### src/rtl/pfr_pkg.sv
package pfr_pkg;
  typedef enum logic {
    ST_IDLE = 1'b0,
    ST_ACC  = 1'b1
  } pfr_state_e;

  function automatic int unsigned pfr_cnt_w(input int unsigned hold);
    return (hold < 2) ? 1 : $clog2(hold + 1);
  endfunction
endpackage

### src/rtl/pfr_wait_ctr.sv
module pfr_wait_ctr #(
  parameter int CW = 6
) (
  input  logic          clk_i,
  input  logic          rst_ni,
  input  logic          load_i,
  input  logic          sel_page_i,
  input  logic [CW-1:0] full_i,
  input  logic [CW-1:0] page_i,
  output logic          last_o
);
  logic [CW-1:0] cnt_q;
  logic [CW-1:0] raw, lim;

  assign raw = sel_page_i ? page_i : full_i;
  // zero programmed wait behaves as one
  assign lim = (raw == '0) ? CW'(1) : raw;

  always_ff @(posedge clk_i or negedge rst_ni) begin
    if (!rst_ni) cnt_q <= '0;
    else if (load_i) cnt_q <= lim;
    else if (cnt_q != '0) cnt_q <= cnt_q - CW'(1);
  end

  assign last_o = (cnt_q == CW'(1));

  assert_load_nonzero_R6: assert property (@(posedge clk_i) disable iff (!rst_ni)
    load_i |=> (cnt_q != '0));
endmodule

### src/rtl/pfr_page_tag.sv
module pfr_page_tag #(
  parameter int TW       = 18,
  parameter int HOLD_CYC = 16
) (
  input  logic          clk_i,
  input  logic          rst_ni,
  input  logic          open_i,
  input  logic [TW-1:0] tag_i,
  input  logic          idle_tick_i,
  output logic          hit_o,
  output logic          open_o
);
  localparam int HW = pfr_pkg::pfr_cnt_w(HOLD_CYC);

  logic          vld_q;
  logic [TW-1:0] tag_q;
  logic [HW-1:0] hold_q;

  always_ff @(posedge clk_i or negedge rst_ni) begin
    if (!rst_ni) begin
      vld_q  <= 1'b0;
      tag_q  <= '0;
      hold_q <= '0;
    end else if (open_i) begin
      vld_q  <= 1'b1;
      tag_q  <= tag_i;
      hold_q <= '0;
    end else if (idle_tick_i && vld_q) begin
      if (hold_q == HW'(HOLD_CYC - 1)) begin
        vld_q  <= 1'b0;
        hold_q <= '0;
      end else begin
        hold_q <= hold_q + HW'(1);
      end
    end
  end

  assign hit_o  = vld_q && (tag_q == tag_i);
  assign open_o = vld_q;

  assert_hold_bound_R9: assert property (@(posedge clk_i) disable iff (!rst_ni)
    hold_q < HW'(HOLD_CYC));
  assert_open_sets_R5: assert property (@(posedge clk_i) disable iff (!rst_ni)
    open_i |=> (open_o && tag_q == $past(tag_i)));
endmodule

### src/rtl/page_flash_rd.sv
module page_flash_rd
  import pfr_pkg::*;
#(
  parameter int AW       = 20,
  parameter int DW       = 32,
  parameter int CW       = 6,
  parameter int HOLD_CYC = 16
) (
  input  logic          clk_i,
  input  logic          rst_ni,
  input  logic          req_i,
  input  logic [AW-1:0] addr_i,
  input  logic [CW-1:0] full_wait_i,
  input  logic [CW-1:0] page_wait_i,
  output logic          idle_o,
  output logic [DW-1:0] rdata_o,
  output logic          rdata_valid_o,
  output logic [AW-1:0] mem_addr_o,
  output logic          mem_ce_no,
  output logic          mem_oe_no,
  output logic          mem_odis_no,
  output logic          mem_le_no,
  input  logic [DW-1:0] mem_data_i
);
  localparam int TW = AW - 2;

  pfr_state_e    st_q;
  logic [AW-1:0] addr_q;
  logic [DW-1:0] rdata_q;
  logic          valid_q;
  logic          accept, idle_tick, last, hit, pg_open, in_acc;

  assign in_acc    = (st_q == ST_ACC);
  assign accept    = !in_acc && req_i;
  assign idle_tick = !in_acc && !req_i;

  pfr_page_tag #(.TW(TW), .HOLD_CYC(HOLD_CYC)) u_tag (
    .clk_i      (clk_i),
    .rst_ni     (rst_ni),
    .open_i     (accept),
    .tag_i      (addr_i[AW-1:2]),
    .idle_tick_i(idle_tick),
    .hit_o      (hit),
    .open_o     (pg_open)
  );

  pfr_wait_ctr #(.CW(CW)) u_wait (
    .clk_i     (clk_i),
    .rst_ni    (rst_ni),
    .load_i    (accept),
    .sel_page_i(hit),
    .full_i    (full_wait_i),
    .page_i    (page_wait_i),
    .last_o    (last)
  );

  always_ff @(posedge clk_i or negedge rst_ni) begin
    if (!rst_ni) begin
      st_q    <= ST_IDLE;
      addr_q  <= '0;
      rdata_q <= '0;
      valid_q <= 1'b0;
    end else begin
      valid_q <= 1'b0;
      unique case (st_q)
        ST_IDLE: if (req_i) begin
          st_q   <= ST_ACC;
          addr_q <= addr_i;
        end
        ST_ACC: if (last) begin
          rdata_q <= mem_data_i;
          valid_q <= 1'b1;
          st_q    <= ST_IDLE;
        end
        default: st_q <= ST_IDLE;
      endcase
    end
  end

  assign idle_o        = !in_acc;
  assign rdata_o       = rdata_q;
  assign rdata_valid_o = valid_q;
  assign mem_addr_o    = addr_q;
  assign mem_ce_no     = !(in_acc || pg_open);
  assign mem_oe_no     = !in_acc;
  assign mem_odis_no   = in_acc;
  assign mem_le_no     = 1'b0;

  assert_valid_pulse_R10: assert property (@(posedge clk_i) disable iff (!rst_ni)
    rdata_valid_o |=> !rdata_valid_o);
  assert_oe_needs_ce_R8: assert property (@(posedge clk_i) disable iff (!rst_ni)
    !mem_oe_no |-> (!mem_ce_no && mem_odis_no));
  assert_addr_hold_R8: assert property (@(posedge clk_i) disable iff (!rst_ni)
    (in_acc && $past(in_acc)) |-> $stable(mem_addr_o));
  assert_busy_ignore_R2: assert property (@(posedge clk_i) disable iff (!rst_ni)
    (!idle_o && req_i && !last) |=> (!idle_o && $stable(mem_addr_o)));
  assert_capture_valid_R3: assert property (@(posedge clk_i) disable iff (!rst_ni)
    (in_acc && last) |=> (rdata_valid_o && idle_o));
endmodule

### config.mk
export PLATFORM = sky130hd
export DESIGN_NAME = page_flash_rd
export DESIGN_NICKNAME = d
export VERILOG_FILES = /design/src/rtl/pfr_pkg.sv /design/src/rtl/pfr_wait_ctr.sv /design/src/rtl/pfr_page_tag.sv /design/src/rtl/page_flash_rd.sv
export SDC_FILE = /design/constraint.sdc
export NUM_CORES = 1
export LEC_CHECK = 0
export BUFFER_PORTS_ARGS = -buffer_cell sky130_fd_sc_hd__buf_2
export CAP_MARGIN = 15
export CORE_MARGIN = 2
export CORE_UTILIZATION = 45
export CTS_CLUSTER_DIAMETER = 200
export DETAILED_ROUTE_END_ITERATION = 8
export MAX_ROUTING_LAYER = met4
export PLACE_DENSITY = 0.75
export RECOVER_POWER = 25
export SYNTH_ARGS = -nofsm -noshare
export SYNTH_HDL_FRONTEND = slang
export SYNTH_SLANG_ARGS = --single-unit
### constraint.sdc
create_clock -name clk_i -period 5 [get_ports clk_i]
set_clock_uncertainty 0.1 [all_clocks]
set_input_delay 1 -clock clk_i [delete_from_list [all_inputs] [get_ports clk_i]]
set_output_delay 1 -clock clk_i [all_outputs]
set_load 0.03 [all_outputs]
Word level (Yosys, flattened, before mapping)
Cells that the tools add are included.
- bitwise logic cells: 1
- equal/unequal tests: 3
- $add $sub $neg: 2
- reductions and logical operators: 16
- multiplexer cells: 15
- operators with widths (kind ; number):
    two-way mux 6 bit ; 4
    == test 18 bit ; 1
    two-way mux 5 bit ; 3
    two-way mux 1 bit ; 7
    == test 6 x 1 -> 1 bit, second input constant ; 1
    logical NOT 6 bit ; 1
    AND reduction 2 bit ; 3
    nonzero test 2 bit ; 3
    nonzero test 6 bit ; 1
    subtractor 6 x 1 -> 6 bit, second input constant ; 1
    adder 5 x 1 -> 5 bit, second input constant ; 1
    == test 5 x 4 -> 1 bit, second input constant ; 1
    logical AND 1 bit ; 4
    logical NOT 1 bit ; 3
    case mux 1 bit (2 select lines) ; 1
    logical OR 1 bit ; 1
    NOT 1 bit ; 1
- flip-flop bits (word level): 84
- output and inout port bits: 58
- logic and storage cells: 45
- bits of input ports: 67

Depth between registers and ports, before layout
Gate-level depths: netlist (run 1).
- word-level depth: 6
- depth in mapped cells: 7

Hierarchy
Synthesis (run 1) repeated with hierarchy kept, for this count alone.
- cell total of the unflattened synthesis: 261
- area, all modules: 3801.1 µm²
- modules (own cells, without submodules) (module ; seq. area each (µm²) ; area each (µm²) ; times used ; cells an instance):
    page_flash_rd ; 1351.3 ; 2172.1 ; 1 ; 121
    pfr_page_tag ; 600.6 ; 1148.6 ; 1 ; 91
    pfr_wait_ctr ; 150.1 ; 480.5 ; 1 ; 49

Worst setup path before layout (run 1)
Ideal clock, no wire load.
- path type: input port to flip-flop
- start point: in addr_i[6]
- end point: reg u_wait.cnt_q[1]
- stages on the path: 5
- buffers on the path: 0
- data arrival time: 2081 ps
- path slack: 2688 ps
- library setup time: 131 ps
- cell sequence: xnor2_1 nand4_1 nor3_2 nor2_1 or3_1
- word-level cells in the longest chain between the ends: 6
- RTL lines (element ; line ; text):
    start: declaration ; page_flash_rd.sv:12 ; input logic [AW-1:0] addr_i,
    == test 18 bit * ; pfr_page_tag.sv:38 ; assign hit_o = vld_q && (tag_q == tag_i);
    logical AND 1 bit * ; pfr_page_tag.sv:38 ;
    two-way mux 6 bit * ; pfr_wait_ctr.sv:15 ; assign raw = sel_page_i ? page_i : full_i;
    logical NOT 6 bit ; pfr_wait_ctr.sv:17 ; assign lim = (raw == '0) ? CW'(1) : raw;
    two-way mux 6 bit * ; pfr_wait_ctr.sv:17 ;
    two-way mux 6 bit * ; pfr_wait_ctr.sv:21 ; else if (load_i) cnt_q <= lim;
    end signal: assignment ; pfr_wait_ctr.sv:21 ;
    end signal: assignment ; pfr_wait_ctr.sv:22 ; else if (cnt_q != '0) cnt_q <= cnt_q - CW'(1);
    end: declaration ; pfr_wait_ctr.sv:12 ; logic [CW-1:0] cnt_q;
Mark *: on every way between the ends. The rest lies on a longest branch, timed or not.
A chain may end at the register's enable or synchronous reset.

Worst setup path in the final report (run 1)
- start point: in req_i
- end point: reg u_wait.cnt_q[5]
- word-level cells in the longest chain between the ends: 2
- elaborated cells on any way between the ends: 3
- RTL lines (element ; line ; text):
    start: declaration ; page_flash_rd.sv:11 ; input logic req_i,
    logical AND 1 bit * ; page_flash_rd.sv:34 ; assign accept = !in_acc && req_i;
    two-way mux 6 bit / nonzero test 2 bit (equally long branches) ; n/a ;
Marked as above.

==> flow_summary.ini, run 1 <==
[status]
status = finished with violations
violations = max-capacitance violations, max-slew violations

[grt]
grt_max_degree = 39
grt_pass1_wl_mm = 10.2
antenna_found_initial = 0
overflow = 0
grt_use_total_pct = 18.0
grt_pass1_vias = 2284

[worst_hold_path]
hold_path_class = flop to flop

[critical_path]
cp-end-kind = flop
critPathRequiredTime_ns = 5.11
cpPeakStageDelay_ns = 1.16
crit_chain = clkbuf_1 -> nand2_1 -> clkbuf_1 -> o311ai_0 -> o31ai_1 -> nor3_1
rrSetupSlack_ns = 2.21
critPathBufInv = 2
path_class = input pin to flop
arrival_ns = 3.05
critPathLaunchType = input pin
cpMostUsedCell = clkbuf_1
cp_top_family = buffers and inverters
cp_slowest_cell = clkbuf_1
crit_fanout = 36

[synthesis]
ys_types = 42
synth_mux_area_share_pct = 12.4
synthSimpleGateAreaFrac_pct = 18.0
yosysWarnings = 0
synthesis.area_mm2 = 0.00307
synth_top_area_share_pct = 53.8
synth_area_leaders = dfrtp_1 54%, mux2_2 11%, nand2_1 8.4%
synth_compound_area_share_pct = 5.75
syn_nets = 354
synth_top_area_cell = dfrtp_1
avgSynthCellArea_um2 = 10.8
yosysSeqAreaShare_pct = 53.8
netlist_instances = 284
synthXorXnorAreaFrac_pct = 5.71
ys_seq_elements = 66
synth_top_family_by_area = simple AND/OR/NAND/NOR gates
synth_fa_ha_area_share_pct = 1.22

[flow_run]
max-cap-violations = 1

[place]
post-place-cells = 478
io_buffers = 123
hpwl_mm = 4.80
place_congestion = 0.798

[clocking]
htreeDepth = 3
ctsHoldBuffers = 0
cts_setup_buffers = 0
root_buffer = clkbuf_8
cts_tree = built
cts.sinks = 66
cts_buffers = 9
clock_path_buffers = 2
clk_latency_ns = 0.33
clk_pin_slew_ns = 0.07
ctsResizeCount = 0

[power_and_ir_drop]
powerDensity_mw_per_mm2 = 651
switching_share_pct = 43.1
ir_worst_vdd_mv = 0.340
p_leak_nw = 2.00
p_int_mw = 1.46
combPwrFrac_pct = 46.4
p_seq_share_pct = 36.2
p_switching_mw = 1.10
clockPowerShare_pct = 17.4

[drt]
drc_errors = 0
wl_per_cell_um = 12.9
drtIter0Drc = 80
num_vias = 2473
wl_mm = 6.37
vias_per_cell = 5.01
final_antenna_net_count = 0
drt_pass1_iterations = 4

[timing]
tns_ns = 0
setup_viol = 0
fin_crit_ns = 2.95
fin_crit_sh_pct = 58.9
slew_viol_final = 37
tightestPinTransition_ns = 1.61
slew_headroom_pct = -7.20
fmax_ghz = 0.340
hold_viol = 0
rsz0062_at_grt = no

[finish]
n_antenna_cell = 0
layout_commonest_cell = buf_2
final_cell_mix = 121 x buf_2, 69 x nand2_1, 66 x dfrtp_1
num-fill-cells = 606
area_delta_synth_final_pct = 28.0
drive_above_1_share_pct = 43.2
stdcell_count = 494
nNetsFinal = 479

[floorplanning]
io_pins = 125
rows = 30
die_y_um = 86.6
die_area_mm2 = 0.00750
core-area_mm2 = 0.00668
fp.dieW_um = 86.6
initial_core_util_pct = 45.9
-- layout make-up --
class	instances	area (um^2)	area share (%)
well taps	80	100	2.55
inverters	3	11.3	0.287
repair buffers	127	639	16.3
clock inverters	6	63.8	1.62
multi-input cells	202	1330	33.7
flip-flops and latches	66	1650	42.0
clock buffers	10	138	3.50
-- power by group through the flow --
stage / Sequential, mW / Clock [mW] / Combinational [mW]
global placement: 0.923 / 0 / 1.18
finish: 0.927 / 0.445 / 1.19
CTS: 0.929 / 0.459 / 1.20
floorplan: 1.31 / 0 / 0.481
global route: 0.957 / 0.478 / 1.29
detailed placement: 0.937 / 0 / 1.20
-- cells by family (layout without fill, tap and decap cells) --
logic type,after synthesis,after routing
other,1,1
multiplexers,34,34
buffers and inverters,16,146
adder cells (fa/ha/maj),3,3
XOR/XNOR,20,20
flip-flops,66,66
AND/OR/NAND/NOR,118,118
AO/OA/AOI/OAI,26,26
-- worst reg2reg max path, stage by stage, from the launching register on --
cell	delay (ns)
dfrtp_1	0.53
inv_1	0.13
nand2_1	0.08
clkbuf_1	1.16
o311ai_0	0.42
o31ai_1	0.17
nor3_1	0.08
-- per-layer routing --
layer / vias up / global-route usage (%) / wire length (um)
li1: 1211 / - / -
met1: 1150 / 23.2 / 2900
met2: 103 / 27.8 / 2970
met3: 9 / 3.05 / 390
met4: 0 / 8.38 / 111
met5: - / - / 0
-- synthesized netlist by cell type --
library cell / instances
inv_1: 3
and4_1: 1
o21a_1: 2
o211ai_1: 1
mux2_1: 2
a32oi_1: 1
nor2_1: 14
nor3_1: 6
mux2i_1: 1
nand2b_4: 1
a32o_1: 2
mux2_2: 31
or2_4: 1
a21oi_1: 3
or4b_2: 1
conb_1: 1
ha_1: 3
o31ai_1: 4
buf_2: 1
nor3_2: 1
or3_1: 2
nand4_1: 5
and3_1: 3
o21ai_2: 1
nand2b_1: 2
buf_4: 2
dfrtp_1: 66
o22ai_1: 1
or2_2: 1
a22oi_1: 1
nor2b_1: 2
nand2_1: 69
or3_4: 1
xnor2_1: 20
clkbuf_1: 7
o21ai_0: 8
o311ai_0: 1
a41oi_1: 1
nor4_1: 2
buf_6: 3
nor3_4: 1
nand3_1: 5
-- state kept, by name, summed over array words and instances, names as in the netlist --
register and cells:
mem_addr_o 2, mem_odis_no 1, u_tag.tag_q 18, u_wait.cnt_q 6, u_tag.hold_q 5, rdata_valid_o 1
u_tag.open_o 1, rdata_o 32
-- worst paths after layout --
check / start / to / depth (start not counted)
max reg2reg: mem_odis_no$_DFF_PN0_ / u_wait.cnt_q[5]$_DFFE_PN0P_ / 6
min: rdata_o[7]$_DFFE_PN0P_ / rdata_o[7]$_DFFE_PN0P_ / 1
min reg2reg: rdata_o[7]$_DFFE_PN0P_ / rdata_o[7]$_DFFE_PN0P_ / 1
min in group asynchronous: rst_ni / rdata_o[11]$_DFFE_PN0P_ / 1
max in group asynchronous: rst_ni / u_tag.tag_q[13]$_DFFE_PN0P_ / 2
max: req_i / u_wait.cnt_q[5]$_DFFE_PN0P_ / 6
-- metrics by stage --
step	area [um^2]	power, mW	utilization, %	setup WS [ns]	hold WS (ns)
CTS	3940	2.59	58.9	2.54	0.390
global placement	3730	2.10	55.9	2.41	0.355
finish	3930	2.56	58.8	2.05	0.386
floorplan	3070	1.79	-	2.69	0.378
detailed placement	3730	2.14	55.9	2.41	0.374
global route	3930	2.72	58.8	1.86	0.393
Power figures use the tool's default switching activity.
==> run 2, diff against run 1 <==
- clock period: 5 -> 3.1 ns (I/O delays scaled with it)
==> run 2 against run 1 <==
  * The run still ends with max-capacitance violations, max-slew violations left
  * Sequential power grew 62%
  * Flip-flop and latch count stayed put
  * Final area is 0.48% higher
  * Hold slack lost 0.018 ns
  * Critical path depth is the same
  * Largest cell class unchanged
==> flow_summary.ini, run 2 (synthesis results as in run 1) <==
[finish]
post-route-util_pct = 59.1
stdcell_area_mm2 = 0.00395
area_delta_synth_final_pct = 28.7
final_cell_mix = 123 x buf_2, 69 x nand2_1, 66 x dfrtp_1
layout_commonest_cell = buf_2
stdcell_count = 496
n_antenna_cell = 0
drive_above_1_share_pct = 44.2
nNetsFinal = 481
largest_reg_flops = 32

[grt]
grt_pass1_vias = 2397
grt_pass1_wl_mm = 10.5
grt_use_met2_pct = 29.9
use_met3_pct = 3.24
antenna_found_initial = 0
gr-max-usage-layer = met2
grt_util_met1_pct = 22.5
grt_use_total_pct = 18.5
grt_max_degree = 67
overflow = 0

[clocking]
htreeDepth = 3
clk_pin_slew_ns = 0.07
cts_buffers = 9
ctsResizeCount = 0
clk_latency_ns = 0.34
cts.sinks = 66
cts_setup_buffers = 0
clock_path_buffers = 2
ctsHoldBuffers = 0
root_buffer = clkbuf_8
cts_tree = built

[critical_path]
path_class = flop to flop
cpPeakStageDelay_ns = 0.54
crit_chain = inv_1 -> nand2_1 -> buf_4 -> nor2_1 -> mux2_2 -> nor2_1
arrival_ns = 2.21
cp-endpoint = u_wait.cnt_q[2]$_DFFE_PN0P_
critPathLaunch = mem_odis_no$_DFF_PN0_
critPathBufInv = 2
reg2reg_depth = 6
cp_slowest_cell = dfrtp_1
r2r-start = mem_odis_no$_DFF_PN0_
crit_fanout = 18
critPathRequiredTime_ns = 3.28
crit_cells = 6
rrSetupSlack_ns = 1.06
cp-end-kind = flop
critPathLaunchType = flop
r2r-end = u_wait.cnt_q[2]$_DFFE_PN0P_
cpMostUsedCell = nor2_1
cp_top_family = simple AND/OR/NAND/NOR gates

[power_and_ir_drop]
ir_worst_vdd_mv = 0.572
p_leak_nw = 2.01
total_power_mw = 4.14
powerDensity_mw_per_mm2 = 1050

[drt]
final_antenna_net_count = 0
vias_per_cell = 5.03
drt_pass1_iterations = 6
drtIter0Drc = 70
num_vias = 2494
wl_per_cell_um = 13.4
wl_mm = 6.63
drc_errors = 0

[place]
post-place-cells = 480
io_buffers = 123
place_congestion = 0.774
hpwl_mm = 4.96
pre_cts_slack_ns = 0.865
placed_area_mm2 = 0.00375

[floorplanning]
fp.dieW_um = 86.6
initial_core_util_pct = 45.9
rows = 30
die_y_um = 86.6
die_area_mm2 = 0.00750
core-area_mm2 = 0.00668
io_pins = 125

[timing]
rsz0062_at_grt = no
holdWs_ns = 0.368
slew_viol_final = 67
tightestPinTransition_ns = 1.58
fin_crit_sh_pct = 65.8
fmax_ghz = 0.491
fin_crit_ns = 2.04
tns_ns = 0
slew_headroom_pct = -5.16
setup_viol = 0
hold_viol = 0
fin_ws_ns = 1.06

[worst_hold_path]
hold_depth = 3
hold_path_class = input pin to flop

[status]
status = finished with violations
violations = max-capacitance violations, max-slew violations

[flow_run]
max-cap-violations = 1
[run 2: cell count changes in the layout (fill, tap and decap cells not counted), sizes merged]
| cell | before | now |
|---|---|---|
| clkbuf | 13 | 11 |
| buf | 124 | 128 |
[run 2: metal layers]
metal  share of wire [%]  wire (um)
met5                   0          0
met4                 1.9        126
met3                 5.7        381
met2                  49       3230
met1                  44       2890
[run 2: worst min-delay path by stage]
stage                                   start  slack (ns)                   endpoint
CTS                                 addr_i[0]        0.35  mem_addr_o[0]$_DFFE_PN0P_
global placement    mem_addr_o[1]$_DFFE_PN0P_        0.36  mem_addr_o[1]$_DFFE_PN0P_
detailed placement  mem_addr_o[0]$_DFFE_PN0P_        0.37  mem_addr_o[0]$_DFFE_PN0P_
finish                              addr_i[0]        0.37  mem_addr_o[0]$_DFFE_PN0P_
global route                        addr_i[0]        0.38  mem_addr_o[0]$_DFFE_PN0P_
floorplan                              rst_ni        0.22  mem_addr_o[0]$_DFFE_PN0P_
[run 2: cell type report]
class / count / area (um^2)
clock buffers: 10 / 138
clock inverters: 6 / 63.8
fillers: 581 / 2730
inverters: 3 / 11.3
multi-input cells: 202 / 1330
flip-flops and latches: 66 / 1650
well taps: 80 / 100
repair buffers: 129 / 658
[run 2: where the power goes]
group          internal (mW)  switching [mW]
combinational          0.722            1.20
sequential              1.24           0.263
clock                  0.393           0.328
total                   2.35            1.79
[run 2: worst min-delay path, delay by kind of cell]
kind	cells	cell delay (ns)
buffers and inverters	1	0.07
AND/OR/NAND/NOR	2	0.09
==> run 3, diff against run 2 <==
- CORE_UTILIZATION: 45 -> 43
- clock period: 3.1 -> 1.7 ns (I/O delays scaled with it)
==> run 3 against run 2 <==
  * The run ends with negative setup slack left
  * Via count is 4.0% higher
  * Final area rose by 12%
  * Critical path depth fell by 1
  * Largest cell class unchanged
  * Critical path type unchanged
  * Hold slack lost 0.28 ns
==> flow_summary.ini, run 3 (synthesis results as in run 1) <==
[status]
status = finished with violations
violations = negative setup slack

[floorplanning]
core-area_mm2 = 0.00687
fp.dieW_um = 88.5
io_pins = 125
die_y_um = 88.5
die_area_mm2 = 0.00783
initial_core_util_pct = 44.7
rows = 30

[finish]
largest_reg_flops = 32
nNetsFinal = 510
drive_above_1_share_pct = 53.9
layout_commonest_cell = buf_2
stdcell_area_mm2 = 0.00441
n_antenna_cell = 0
area_delta_synth_final_pct = 43.6
final_cell_mix = 123 x buf_2, 68 x nand2_1, 54 x dfrtp_1

[clocking]
cts_buffers = 9
clock_path_buffers = 2
htreeDepth = 3
cts.sinks = 66
cts_tree = built
root_buffer = clkbuf_8
clk_pin_slew_ns = 0.08
clk_latency_ns = 0.33

[grt]
grt_pass1_wl_mm = 10.9
grt_max_degree = 67
grt_pass1_vias = 2496
overflow = 0
antenna_found_initial = 0
grt_use_total_pct = 18.2

[timing]
fmax_ghz = 0.553
setup_viol = 35
fin_crit_ns = 1.81
rsz0062_at_grt = yes
fin_ws_ns = -0.107
slew_viol_final = 0
hold_viol = 0
holdWs_ns = 0.0900
tightestPinTransition_ns = 0.884
tns_ns = -2.84
slew_headroom_pct = 41.0
fin_crit_sh_pct = 106

[place]
placed_area_mm2 = 0.00399
io_buffers = 123
pre_cts_slack_ns = -0.131
place_congestion = 0.815
hpwl_mm = 5.19

[drt]
final_antenna_net_count = 0
drc_errors = 0
wl_per_cell_um = 13.3
drt_pass1_iterations = 4
num_vias = 2593
drtIter0Drc = 100
wl_mm = 7.17
vias_per_cell = 4.79

[worst_hold_path]
hold_depth = 3
hold_path_class = input pin to flop

[power_and_ir_drop]
powerDensity_mw_per_mm2 = 1910
ir_worst_vdd_mv = 0.931
p_leak_nw = 2.22

[critical_path]
critPathLaunchType = flop
cp_top_family = simple AND/OR/NAND/NOR gates
reg2reg_depth = 5
cpPeakStageDelay_ns = 0.43
path_class = flop to flop
critPathRequiredTime_ns = 1.82
cp-end-kind = flop
cp_slowest_cell = or3_4
critPathBufInv = 2
crit_chain = or3_4 -> nor3_4 -> buf_4 -> clkbuf_16 -> mux2_2
arrival_ns = 1.93
crit_fanout = 8
crit_cells = 5

[flow_run]
max-cap-violations = 0
[run 3: cell count changes in the layout (fill, tap and decap cells not counted), sizes merged]
cell         before  now
buf             128  155
bufinv            1    2
clkinv            2    3
clkinvlp          2    1
dlygate4sd3       0    1
[run 3: metal layers]
| layer | vias up | track usage [%] | share of wire (%) |
|---|---|---|---|
| met4 | 0 | 5.92 | 1.0 |
| met5 | - | - | 0 |
| met3 | 7 | 3.26 | 4.5 |
| met2 | 87 | 30.4 | 50 |
| met1 | 1224 | 22.6 | 44 |
| li1 | 1275 | - | - |
[run 3: per-stage QoR]
step                util (%)  power (mW)  std cells
floorplan                  -        5.34        284
global placement        58.1        6.51        515
detailed placement      58.1        6.64        515
CTS                     62.1        8.23        532
global route            64.2        8.94        541
finish                  64.2        8.43        541
[run 3: worst paths after layout]
check	startpoint	endpoint	slack [ns]
max in group asynchronous	rst_ni	u_tag.tag_q[12]$_DFFE_PN0P_	0.20
min	addr_i[1]	mem_addr_o[1]$_DFFE_PN0P_	0.09
max	u_wait.cnt_q[4]$_DFFE_PN0P_	rdata_o[17]$_DFFE_PN0P_	-0.11
min reg2reg	mem_addr_o[1]$_DFFE_PN0P_	mem_addr_o[1]$_DFFE_PN0P_	0.39
max reg2reg	u_wait.cnt_q[4]$_DFFE_PN0P_	rdata_o[17]$_DFFE_PN0P_	-0.11
min in group asynchronous	rst_ni	rdata_o[4]$_DFFE_PN0P_	0.67
[run 3: final cells by class]
type | instances | area, um^2
Inverter | 3 | 15.0
Clock inverter | 7 | 100
Clock buffer | 9 | 124
Timing Repair Buffer | 158 | 938
Fill cell | 568 | 2460
Tap cell | 96 | 120
Multi-Input combinational cell | 202 | 1440
Sequential cell | 66 | 1670
[run 3: worst min-delay path: stages]
cell,delay [ns]
buf_2,0.07
nand2_1,0.04
nand2_1,0.04
[run 3: report_power, final]
part           internal, mW  switching (mW)
clock                 0.838           0.635
sequential             2.28           0.467
combinational          1.80            2.41
total                  4.92            3.51
[run 3: repair_timing]
action | in CTS | in global routing
gates resized for setup | 9 | 14
endpoints found under the setup margin | 36 | 38
hold buffers | 1 | 0
pin swaps | 0 | 11
cloned | 0 | 1
setup buffers | 0 | 8
hold endpoints to repair | 66 | 0
